--- src/rtl/rtc_alarm_pkg.sv ---
package rtc_alarm_pkg;
  localparam int unsigned FIELD_W    = 8;
  localparam int unsigned NUM_FIELDS = 3;  // sec, min, hr
  localparam int unsigned STAT_W     = 8;
  localparam int unsigned ANY_BIT    = 7;
  localparam int unsigned ALM_BIT    = 5;
  localparam int unsigned UPD_BIT    = 4;

  typedef struct packed {
    logic [FIELD_W-1:0] hr;
    logic [FIELD_W-1:0] min;
    logic [FIELD_W-1:0] sec;
  } tod_t;
endpackage

--- src/rtl/rtc_upd_timer.sv ---
module rtc_upd_timer #(
  parameter int unsigned TICKS_PER_SEC = 8,
  parameter int unsigned UIP_LEAD      = 2
) (
  input  logic clk_i,
  input  logic rst_ni,
  input  logic tick_i,
  output logic done_o,
  output logic uip_o
);
  localparam int unsigned CNT_W = (TICKS_PER_SEC > 1) ? $clog2(TICKS_PER_SEC) : 1;
  localparam logic [CNT_W-1:0] LAST   = CNT_W'(TICKS_PER_SEC - 1);
  localparam logic [CNT_W-1:0] UIP_AT = CNT_W'(TICKS_PER_SEC - UIP_LEAD);

  logic [CNT_W-1:0] cnt_q, cnt_nxt;
  logic             uip_q;

  assign cnt_nxt = (cnt_q == LAST) ? '0 : cnt_q + 1'b1;
  assign done_o  = tick_i && (cnt_q == LAST);
  assign uip_o   = uip_q;

  always_ff @(posedge clk_i or negedge rst_ni) begin
    if (!rst_ni) begin
      cnt_q <= '0;
      uip_q <= 1'b0;
    end else begin
      if (tick_i) cnt_q <= cnt_nxt;
      if (done_o)                            uip_q <= 1'b0;
      else if (tick_i && cnt_nxt == UIP_AT)  uip_q <= 1'b1;
    end
  end
endmodule

--- src/rtl/rtc_alarm_cmp.sv ---
module rtc_alarm_cmp #(
  parameter int unsigned FIELD_W    = 8,
  parameter int unsigned NUM_FIELDS = 3
) (
  input  logic [NUM_FIELDS*FIELD_W-1:0] cur_i,
  input  logic [NUM_FIELDS*FIELD_W-1:0] alm_i,
  output logic                          match_o
);
  logic [NUM_FIELDS-1:0] hit;

  for (genvar f = 0; f < NUM_FIELDS; f++) begin : g_field
    logic [FIELD_W-1:0] a, c;
    logic               wild;
    assign a      = alm_i[f*FIELD_W +: FIELD_W];
    assign c      = cur_i[f*FIELD_W +: FIELD_W];
    assign wild   = &a[FIELD_W-1 -: 2];  // both top bits: don't care
    assign hit[f] = wild || (a == c);
  end

  assign match_o = &hit;
endmodule

--- src/rtl/rtc_status_reg.sv ---
module rtc_status_reg
  import rtc_alarm_pkg::*;
(
  input  logic              clk_i,
  input  logic              rst_ni,
  input  logic              clr_i,
  input  logic              alm_evt_i,
  input  logic              upd_evt_i,
  input  logic              aie_i,
  input  logic              uie_i,
  output logic [STAT_W-1:0] stat_o,
  output logic              irq_o
);
  logic any_q, alm_q, upd_q;

  // set after clear: an event in the clear cycle survives
  always_ff @(posedge clk_i or negedge rst_ni) begin
    if (!rst_ni) begin
      any_q <= 1'b0;
      alm_q <= 1'b0;
      upd_q <= 1'b0;
    end else begin
      any_q <= (any_q && !clr_i) || alm_evt_i || upd_evt_i;
      alm_q <= (alm_q && !clr_i) || alm_evt_i;
      upd_q <= (upd_q && !clr_i) || upd_evt_i;
    end
  end

  always_comb begin
    stat_o          = '0;
    stat_o[ANY_BIT] = any_q;
    stat_o[ALM_BIT] = alm_q;
    stat_o[UPD_BIT] = upd_q;
  end

  assign irq_o = (alm_q && aie_i) || (upd_q && uie_i);
endmodule

--- src/rtl/rtc_alarm_unit.sv ---
module rtc_alarm_unit
  import rtc_alarm_pkg::*;
#(
  parameter int unsigned TICKS_PER_SEC = 8,
  parameter int unsigned UIP_LEAD      = 2
) (
  input  logic               clk_i,
  input  logic               rst_ni,
  input  logic               tick_i,
  input  logic               set_i,
  input  logic               aie_i,
  input  logic               uie_i,
  input  logic               stat_clr_i,
  input  logic [FIELD_W-1:0] cur_sec_i,
  input  logic [FIELD_W-1:0] cur_min_i,
  input  logic [FIELD_W-1:0] cur_hr_i,
  input  logic [FIELD_W-1:0] alm_sec_i,
  input  logic [FIELD_W-1:0] alm_min_i,
  input  logic [FIELD_W-1:0] alm_hr_i,
  output logic [FIELD_W-1:0] vis_sec_o,
  output logic [FIELD_W-1:0] vis_min_o,
  output logic [FIELD_W-1:0] vis_hr_o,
  output logic               uip_o,
  output logic [STAT_W-1:0]  stat_o,
  output logic               irq_o
);
  tod_t cur_tod, alm_tod, vis_q;
  logic upd_done, alarm_match;

  assign cur_tod = '{hr: cur_hr_i, min: cur_min_i, sec: cur_sec_i};
  assign alm_tod = '{hr: alm_hr_i, min: alm_min_i, sec: alm_sec_i};

  rtc_upd_timer #(
    .TICKS_PER_SEC (TICKS_PER_SEC),
    .UIP_LEAD      (UIP_LEAD)
  ) u_timer (
    .clk_i  (clk_i),
    .rst_ni (rst_ni),
    .tick_i (tick_i),
    .done_o (upd_done),
    .uip_o  (uip_o)
  );

  rtc_alarm_cmp #(
    .FIELD_W    (FIELD_W),
    .NUM_FIELDS (NUM_FIELDS)
  ) u_cmp (
    .cur_i   (cur_tod),
    .alm_i   (alm_tod),
    .match_o (alarm_match)
  );

  rtc_status_reg u_stat (
    .clk_i     (clk_i),
    .rst_ni    (rst_ni),
    .clr_i     (stat_clr_i),
    .alm_evt_i (upd_done && aie_i && alarm_match),
    .upd_evt_i (upd_done && uie_i),
    .aie_i     (aie_i),
    .uie_i     (uie_i),
    .stat_o    (stat_o),
    .irq_o     (irq_o)
  );

  always_ff @(posedge clk_i or negedge rst_ni) begin
    if (!rst_ni)                 vis_q <= '0;
    else if (upd_done && !set_i) vis_q <= cur_tod;
  end

  assign vis_sec_o = vis_q.sec;
  assign vis_min_o = vis_q.min;
  assign vis_hr_o  = vis_q.hr;
endmodule

--- config.mk ---
export PLATFORM = sky130hd
export DESIGN_NAME = rtc_alarm_unit
export DESIGN_NICKNAME = d
export VERILOG_FILES = /design/src/rtl/rtc_alarm_pkg.sv /design/src/rtl/rtc_upd_timer.sv /design/src/rtl/rtc_alarm_cmp.sv /design/src/rtl/rtc_status_reg.sv /design/src/rtl/rtc_alarm_unit.sv
export SDC_FILE = /design/constraint.sdc
export NUM_CORES = 1
export LEC_CHECK = 0
export ABC_AREA = 1
export ABC_CLOCK_PERIOD_IN_PS = 1420
export CAP_MARGIN = 20
export CELL_PAD_IN_SITES_DETAIL_PLACEMENT = 0
export CELL_PAD_IN_SITES_GLOBAL_PLACEMENT = 2
export CORE_MARGIN = 2
export CORE_UTILIZATION = 31
export DETAILED_ROUTE_END_ITERATION = 10
export DONT_BUFFER_PORTS = 1
export HOLD_SLACK_MARGIN = 0.12
export PLACE_DENSITY_LB_ADDON = 0.1
export SYNTH_ARGS = -nofsm -noshare
export SYNTH_HDL_FRONTEND = slang
export SYNTH_SLANG_ARGS = --single-unit
--- constraint.sdc ---
create_clock -name clk_i -period 1.42 [get_ports clk_i]
set_input_delay 0.355 -clock clk_i [delete_from_list [all_inputs] [get_ports clk_i]]
set_output_delay 0.355 -clock clk_i [all_outputs]
set_load 0.02 [all_outputs]
==> results of run 1 <==
-- state kept, by name, indices dropped and copies added (netlist names) --
name	count
vis_hr_o	8
vis_min_o	8
u_timer.cnt_q	3
vis_sec_o	8
u_stat.alm_q	1
u_stat.any_q	1
u_timer.uip_o	1
u_stat.upd_q	1
-- placed cells by master (no fill, tap or decap), types with 2 or more instances in the layout --
cell type and count:
clkbuf_8 5, conb_1 5, o21ai_2 3, nand2_4 4
buf_6 2, nand2_2 3, dfrtp_1 29, or2_4 4
nand2_1 47, a21oi_1 3, o21ai_0 2, buf_12 2
mux2_4 18, dfrtp_2 2, buf_4 3, nor2_1 8
clkbuf_1 2, xnor2_1 18, o21ai_1 4, inv_1 18
-- worst max path at each step --
stage / to / slack (ns) / from
final: vis_sec_o[1] / -0.07 / u_timer.cnt_q[1]
after global routing: vis_sec_o[3] / -0.11 / u_timer.cnt_q[1]
after CTS: vis_min_o[1] / -0.1 / u_timer.cnt_q[1]
after detailed placement: vis_min_o[1] / -0.25 / u_timer.cnt_q[0]
after global placement: vis_sec_o[3] / -0.21 / u_timer.cnt_q[0]
after floorplan: vis_hr_o[2] / -0.11 / u_timer.cnt_q[0]
-- per-stage QoR --
stage / TNS [ns] / instance area (µm²) / std cells / total power [mW] / util (%)
3_5_place_dp: -5.28 / 1810 / 248 / 2.99 / 33.3
6_report: -1.07 / 2020 / 262 / 3.82 / 37.2
4_1_cts: -1.30 / 1990 / 262 / 3.81 / 36.5
5_1_grt: -2.03 / 2020 / 262 / 4.05 / 37.2
3_3_place_gp: -4.29 / 1810 / 248 / 2.95 / 33.3
2_1_floorplan: -1.99 / 1760 / 182 / 2.76 / -
-- cell families after synthesis --
family / after synthesis / share of synthesized area, %
fa+ha+maj: 3 / 2.17
other cells: 1 / 0.217
compound gates: 13 / 3.98
buf+inv: 29 / 8.91
mux: 19 / 16.3
xor+xnor: 18 / 9.12
flops: 31 / 44.9
simple gates: 64 / 14.4
-- final cells by class --
class,instances,area (µm²)
repair buffers,8,95.1
multi-input cells,125,910
flip-flops and latches,31,778
clock inverters,1,5.00
clock buffers,7,76.3
well taps,72,90.1
inverters,18,67.6
fillers,566,3420
-- power by group through the flow --
stage	Clock (mW)	Sequential, mW	Combinational (mW)
3_3_place_gp	0	2.04	0.902
4_1_cts	0.710	2.05	1.05
5_1_grt	0.744	2.11	1.20
6_report	0.675	2.06	1.09
3_5_place_dp	0	2.04	0.950
2_1_floorplan	0	1.94	0.824
-- worst register-to-register path: stages, from the launching register on --
cell,delay (ns)
dfrtp_1,0.37
ha_2,0.20
ha_4,0.13
nand2_4,0.07
or2_4,0.30
mux2_4,0.32
-- layer usage --
layer	vias to the layer above	global-route usage, %	wire length (µm)
met5	-	0	0
met4	0	3.68	44
met3	6	6.21	360
met2	52	20.3	1900
met1	520	15.4	1620
li1	563	-	-
-- what timing repair did --
| action | in CTS | in global routing |
|---|---|---|
| setup buffers | 1 | 0 |
| gates resized for setup | 15 | 13 |
| pin swaps | 5 | 3 |
| hold buffers | 2 | 0 |
| cloned | 3 | 0 |
| setup endpoints to repair | 25 | 27 |
| hold endpoints to repair | 31 | 0 |
==> summary.txt, run 1 <==
STA
  • Fin. Hold Viols: 0
  • RSZ-0062 raised after global routing: yes
  • Final min period: roughly 1.5 ns
  • Pins Over Slew Limit: 0
  • Worst hold margin: around 0.16 ns
  • Maximum clock frequency: between 600 and 700 MHz
  • Setup WS post-layout: -0.0699 ns
  • Final Skew: ~0.0044 ns
  • Final setup fails: 18
  • Tcrit/Tclk final: 105%

Setup path
  • WP data arrival: between 1.5 and 2 ns
  • Critical path required time: ~1.6 ns
  • Crit Path Category: flop to flop
  • Crit Reg-Reg Endpoint: vis_sec_o[1]
  • Slowest stage cell, crit path: dfrtp_1
  • Crit path max-delay family: flip-flops
  • CP Cell Sequence: ha_2 > ha_4 > nand2_4 > or2_4 > mux2_4
  • CP startpoint kind: flop
  • Worst r2r path cells: 5
  • Worst path bufs/invs: 0
  • Slowest cell delay on critical path: between 0.3 and 0.4 ns
  • Nature of the critical path endpoint: flop
  • Reg-to-reg slack, setup: -0.07 ns
  • Worst-path fanout max: 6
  • Reg2reg start: u_timer.cnt_q[1]
  • Crit path depth: 5

Die
  • Top-Level Pins: between 80 and 90
  • Initial core utilization: about a third
  • Core ar.: roughly 0.0054 mm²
  • Die Area: 0.00619 mm²
  • Rows: 27
  • Die H: a little under 80 µm
  • Die Span X: 78.7 µm

Status
  • Outcome: complete, but fails checks
  • Failing checks: setup timing

Power and ir drop
  • Leakage: approximately 1.0 nW
  • Internal power consumption: between 2 and 2.5 mW
  • Switching Share: 39.0%
  • Clk pwr share: about 18%
  • Sw Pwr: 1.49 mW
  • Logic pwr share: 28.5%
  • Sequential power share: 53.9%
  • PwrDens: roughly 1900 mW/mm²
  • VDD IR max: approximately 0.60 mV

Synth
  • Yosys reg bits: 31
  • Avg Inst Size Synth: between 9 and 10 µm²
  • Post-synthesis sequential area ratio: between 40% and 50%
  • Synth unique cells: 18
  • Mapped Area: about 0.0017 mm²
  • Primary FF master, synth: dfrtp_1
  • Total number of yosys warnings: 0
  • Number of flops mapped to enable cells by yosys: 0
  • Top-count cell post-synth: nand2_1
  • Cell taking the most area after synthesis: dfrtp_1
  • Async set-reset flop share out of synthesis: 100%
  • Gate Count Post-Synth: approximately 180
  • Synth cell count leaders: nand2_1, dfrtp_1, inv_1, mux2_4, xnor2_1
  • Ranking of synthesized cells by area: dfrtp_1, mux2_4, nand2_1
  • Area share of the largest cell type after synthesis: between 40 and 50%

Global route
  • GRT Residual Overflow: 0
  • Largest net degree at the start of global routing: 32
  • Initial antenna violation count: 0
  • Total global routing track utilization: between 10% and 20%
  • Vias in the first global route: about 1200
  • First-pass GRT wire length: 5930 µm

Finish
  • Area added between synthesis and finish: 17.0%
  • Nets: 247
  • Layout cells sized above 1: 26.8%
  • Diode count: 0

Placement
  • Worst slack at placement: -0.249 ns
  • Routability cong.: between 0.7 and 0.8
  • IO Port Bufs: 0
  • DP HPWL: around 2700 µm

Hold path
  • Min-delay src: tick_i
  • HP Class: primary input to flop
  • Hold EP: u_timer.cnt_q[1]
  • Hold Path Stages: 1

Clock tree
  • Number of clock sinks: 31
  • H-tree Lvls: 2
  • TritonCTS buffer count: 5
  • Worst-path clk slew: 0.07 ns
  • Deepest clock path buffer count: 2
  • Root buf cell: clkbuf_8
  • CTS tree: yes
  • Worst-Skew Late Latency: about 0.28 ns

Detailed routing
  • Routed vias: roughly 1100
  • Via/cell ratio: roughly 4.4
  • Routed Antenna Nets: 0
  • DR iter-0 viols: 19
  • DRC: 0
  • First-pass detailed-route iteration total: 2
  • Drt wl/cell: roughly 15 µm
  • Final WL: 3930 µm

Flow run
  • Max Cap Viol: 0
Note: power is estimated with default switching activity, not from simulation.
==> run 2, diff against run 1 <==
--- a/config.mk
+++ b/config.mk
@@ -10,7 +10,7 @@
 export CAP_MARGIN = 20
 export CELL_PAD_IN_SITES_DETAIL_PLACEMENT = 0
 export CELL_PAD_IN_SITES_GLOBAL_PLACEMENT = 2
-export CORE_MARGIN = 2
+export CORE_MARGIN = 3
 export CORE_UTILIZATION = 31
 export DETAILED_ROUTE_END_ITERATION = 10
 export DONT_BUFFER_PORTS = 1
==> run 2 against run 1 <==
Compared with the run above: the run still ends with setup timing left; hold slack better by 0.0018 ns; register-to-register slack got worse by 0.096 ns; critical path depth rose by 1; clock skew increased by 0.0025 ns; critical endpoint is now vis_hr_o[3].
==> summary.txt, run 2 (synthesis gave the netlist of run 1 again) <==
Flow run
  • Max Cap Viol: 0

Clock tree
  • Deepest clock path buffer count: 2
  • Number of clock sinks: 31
  • Root buf cell: clkbuf_8
  • CTS tree: yes
  • TritonCTS buffer count: 5
  • Worst-path clk slew: ~0.060 ns
  • Worst-Skew Late Latency: 0.28 ns
  • H-tree Lvls: 2

Setup path
  • Crit Path Category: flop to flop
  • Reg2reg start: u_timer.cnt_q[1]
  • Worst-path fanout max: 10
  • Reg-to-reg slack, setup: -0.17 ns
  • Crit Reg-Reg Endpoint: vis_hr_o[3]
  • WP data arrival: 1.75 ns
  • Worst r2r path cells: 6
  • Critical path required time: approximately 1.6 ns
  • Nature of the critical path endpoint: flop
  • CP startpoint kind: flop

Finish
  • Nets: 247
  • Fin area: 0.00207 mm²
  • Final core occ: between 30% and 40%
  • Post-Layout Cell Count: 260
  • Area added between synthesis and finish: 20.0%
  • Commonest cells after routing, fill and taps aside: nand2_1, dfrtp_1, inv_1, xnor2_1, mux2_4
  • Layout cells sized above 1: 26.3%
  • Commonest non-fill, non-tap cell in the layout: nand2_1
  • Diode count: 0

Global route
  • GRT Residual Overflow: 0
  • Initial antenna violation count: 0
  • Largest net degree at the start of global routing: 32
  • First-pass GRT wire length: approximately 6000 µm
  • Total global routing track utilization: between 10 and 15%
  • Vias in the first global route: around 1200

Power and ir drop
  • Leakage: 1.06 nW
  • PwrDens: a little under 2000 mW/mm²
  • VDD IR max: approximately 0.6 mV

STA
  • Final Skew: around 0.0069 ns
  • Pins Over Slew Limit: 0
  • Maximum clock frequency: between 600 and 700 MHz
  • Setup WS post-layout: -0.166 ns
  • Fin Setup TNS: -2.49 ns
  • Fin. Hold Viols: 0
  • Worst hold margin: 0.161 ns
  • Final min period: around 1.6 ns
  • Tcrit/Tclk final: 112%
  • RSZ-0062 raised after global routing: yes
  • Final setup fails: 23

Detailed routing
  • DRC: 0
  • Drt wl/cell: between 15 and 20 µm
  • Via/cell ratio: ~4.3
  • Routed vias: 1129
  • First-pass detailed-route iteration total: 4
  • Final WL: ~4000 µm
  • DR iter-0 viols: 20
  • Routed Antenna Nets: 0

Die
  • Die Span X: between 80 and 90 µm
  • Initial core utilization: between 30% and 40%
  • Die Area: 0.00651 mm²
  • Rows: 26
  • Top-Level Pins: 89
  • Core ar.: approximately 0.0052 mm²
  • Die H: 80.7 µm

Status
  • Outcome: complete, but fails checks
  • Failing checks: setup timing

Hold path
  • Min-delay src: tick_i
  • Hold EP: u_timer.cnt_q[1]
  • HP Class: primary input to flop
  • Hold Path Stages: 1

Placement
  • Placed inst area: ~0.0018 mm²
  • DP Cell Count: approximately 240
  • DP HPWL: between 2000 and 3000 µm
  • Routability cong.: ~0.67
  • IO Port Bufs: 0
[run 2: layout make-up]
| type | instances | area [µm²] |
|---|---|---|
| Fill cell | 525 | 3160 |
| Multi-Input combinational cell | 123 | 871 |
| Sequential cell | 31 | 778 |
| Timing Repair Buffer | 10 | 151 |
| Tap cell | 70 | 87.6 |
| Clock buffer | 6 | 82.6 |
| Inverter | 18 | 67.6 |
| Clock inverter | 2 | 35.0 |
[run 2: timing repair]
item	4_1_cts	5_1_grt
endpoints found under the hold margin	31	0
setup buffers	4	0
endpoints found under the setup margin	25	25
gates cloned	2	0
pin swaps	1	3
resized for setup	16	4
hold buffers	2	0
[run 2: routing by layer]
metal / part of all wire (%) / vias to the layer above / track usage, % / wire length, µm
li1: - / 562 / - / -
met1: 40 / 514 / 15.8 / 1590
met2: 48 / 47 / 19.7 / 1910
met3: 10 / 6 / 5.38 / 404
met4: 1.4 / 0 / 4.56 / 54
met5: 0 / - / 0 / 0
[run 2: worst max-delay path by stage]
stage	from	endpoint	slack, ns	cells after the start
6_report	u_timer.cnt_q[1]	vis_hr_o[3]	-0.17	6
3_3_place_gp	u_timer.cnt_q[0]	vis_sec_o[3]	-0.25	5
5_1_grt	u_timer.cnt_q[1]	vis_hr_o[2]	-0.22	6
4_1_cts	u_timer.cnt_q[1]	vis_hr_o[3]	-0.18	6
2_1_floorplan	u_timer.cnt_q[0]	vis_hr_o[2]	-0.11	6
3_5_place_dp	u_timer.cnt_q[1]	vis_min_o[1]	-0.29	5
[run 2: power breakdown]
part	internal (mW)	leakage [nW]	total (mW)	switching (mW)
Combinational	0.706	0.617	1.06	0.356
Clock	0.567	0.0612	0.900	0.333
Sequential	1.28	0.379	2.06	0.774
[run 2: worst max-delay path, cell delays in order (launching register included)]
cell and delay [ns]:
dfrtp_1 0.36, ha_2 0.20, ha_4 0.13, nand2_4 0.06
or2_4 0.26, buf_12 0.16, mux2_4 0.29
[run 2: stage by stage]
step	setup WS, ns	power [mW]
after global placement	-0.253	2.93
after detailed placement	-0.291	2.97
final	-0.166	4.02
after global routing	-0.225	4.28
after CTS	-0.178	4.06
after floorplan	-0.111	2.76
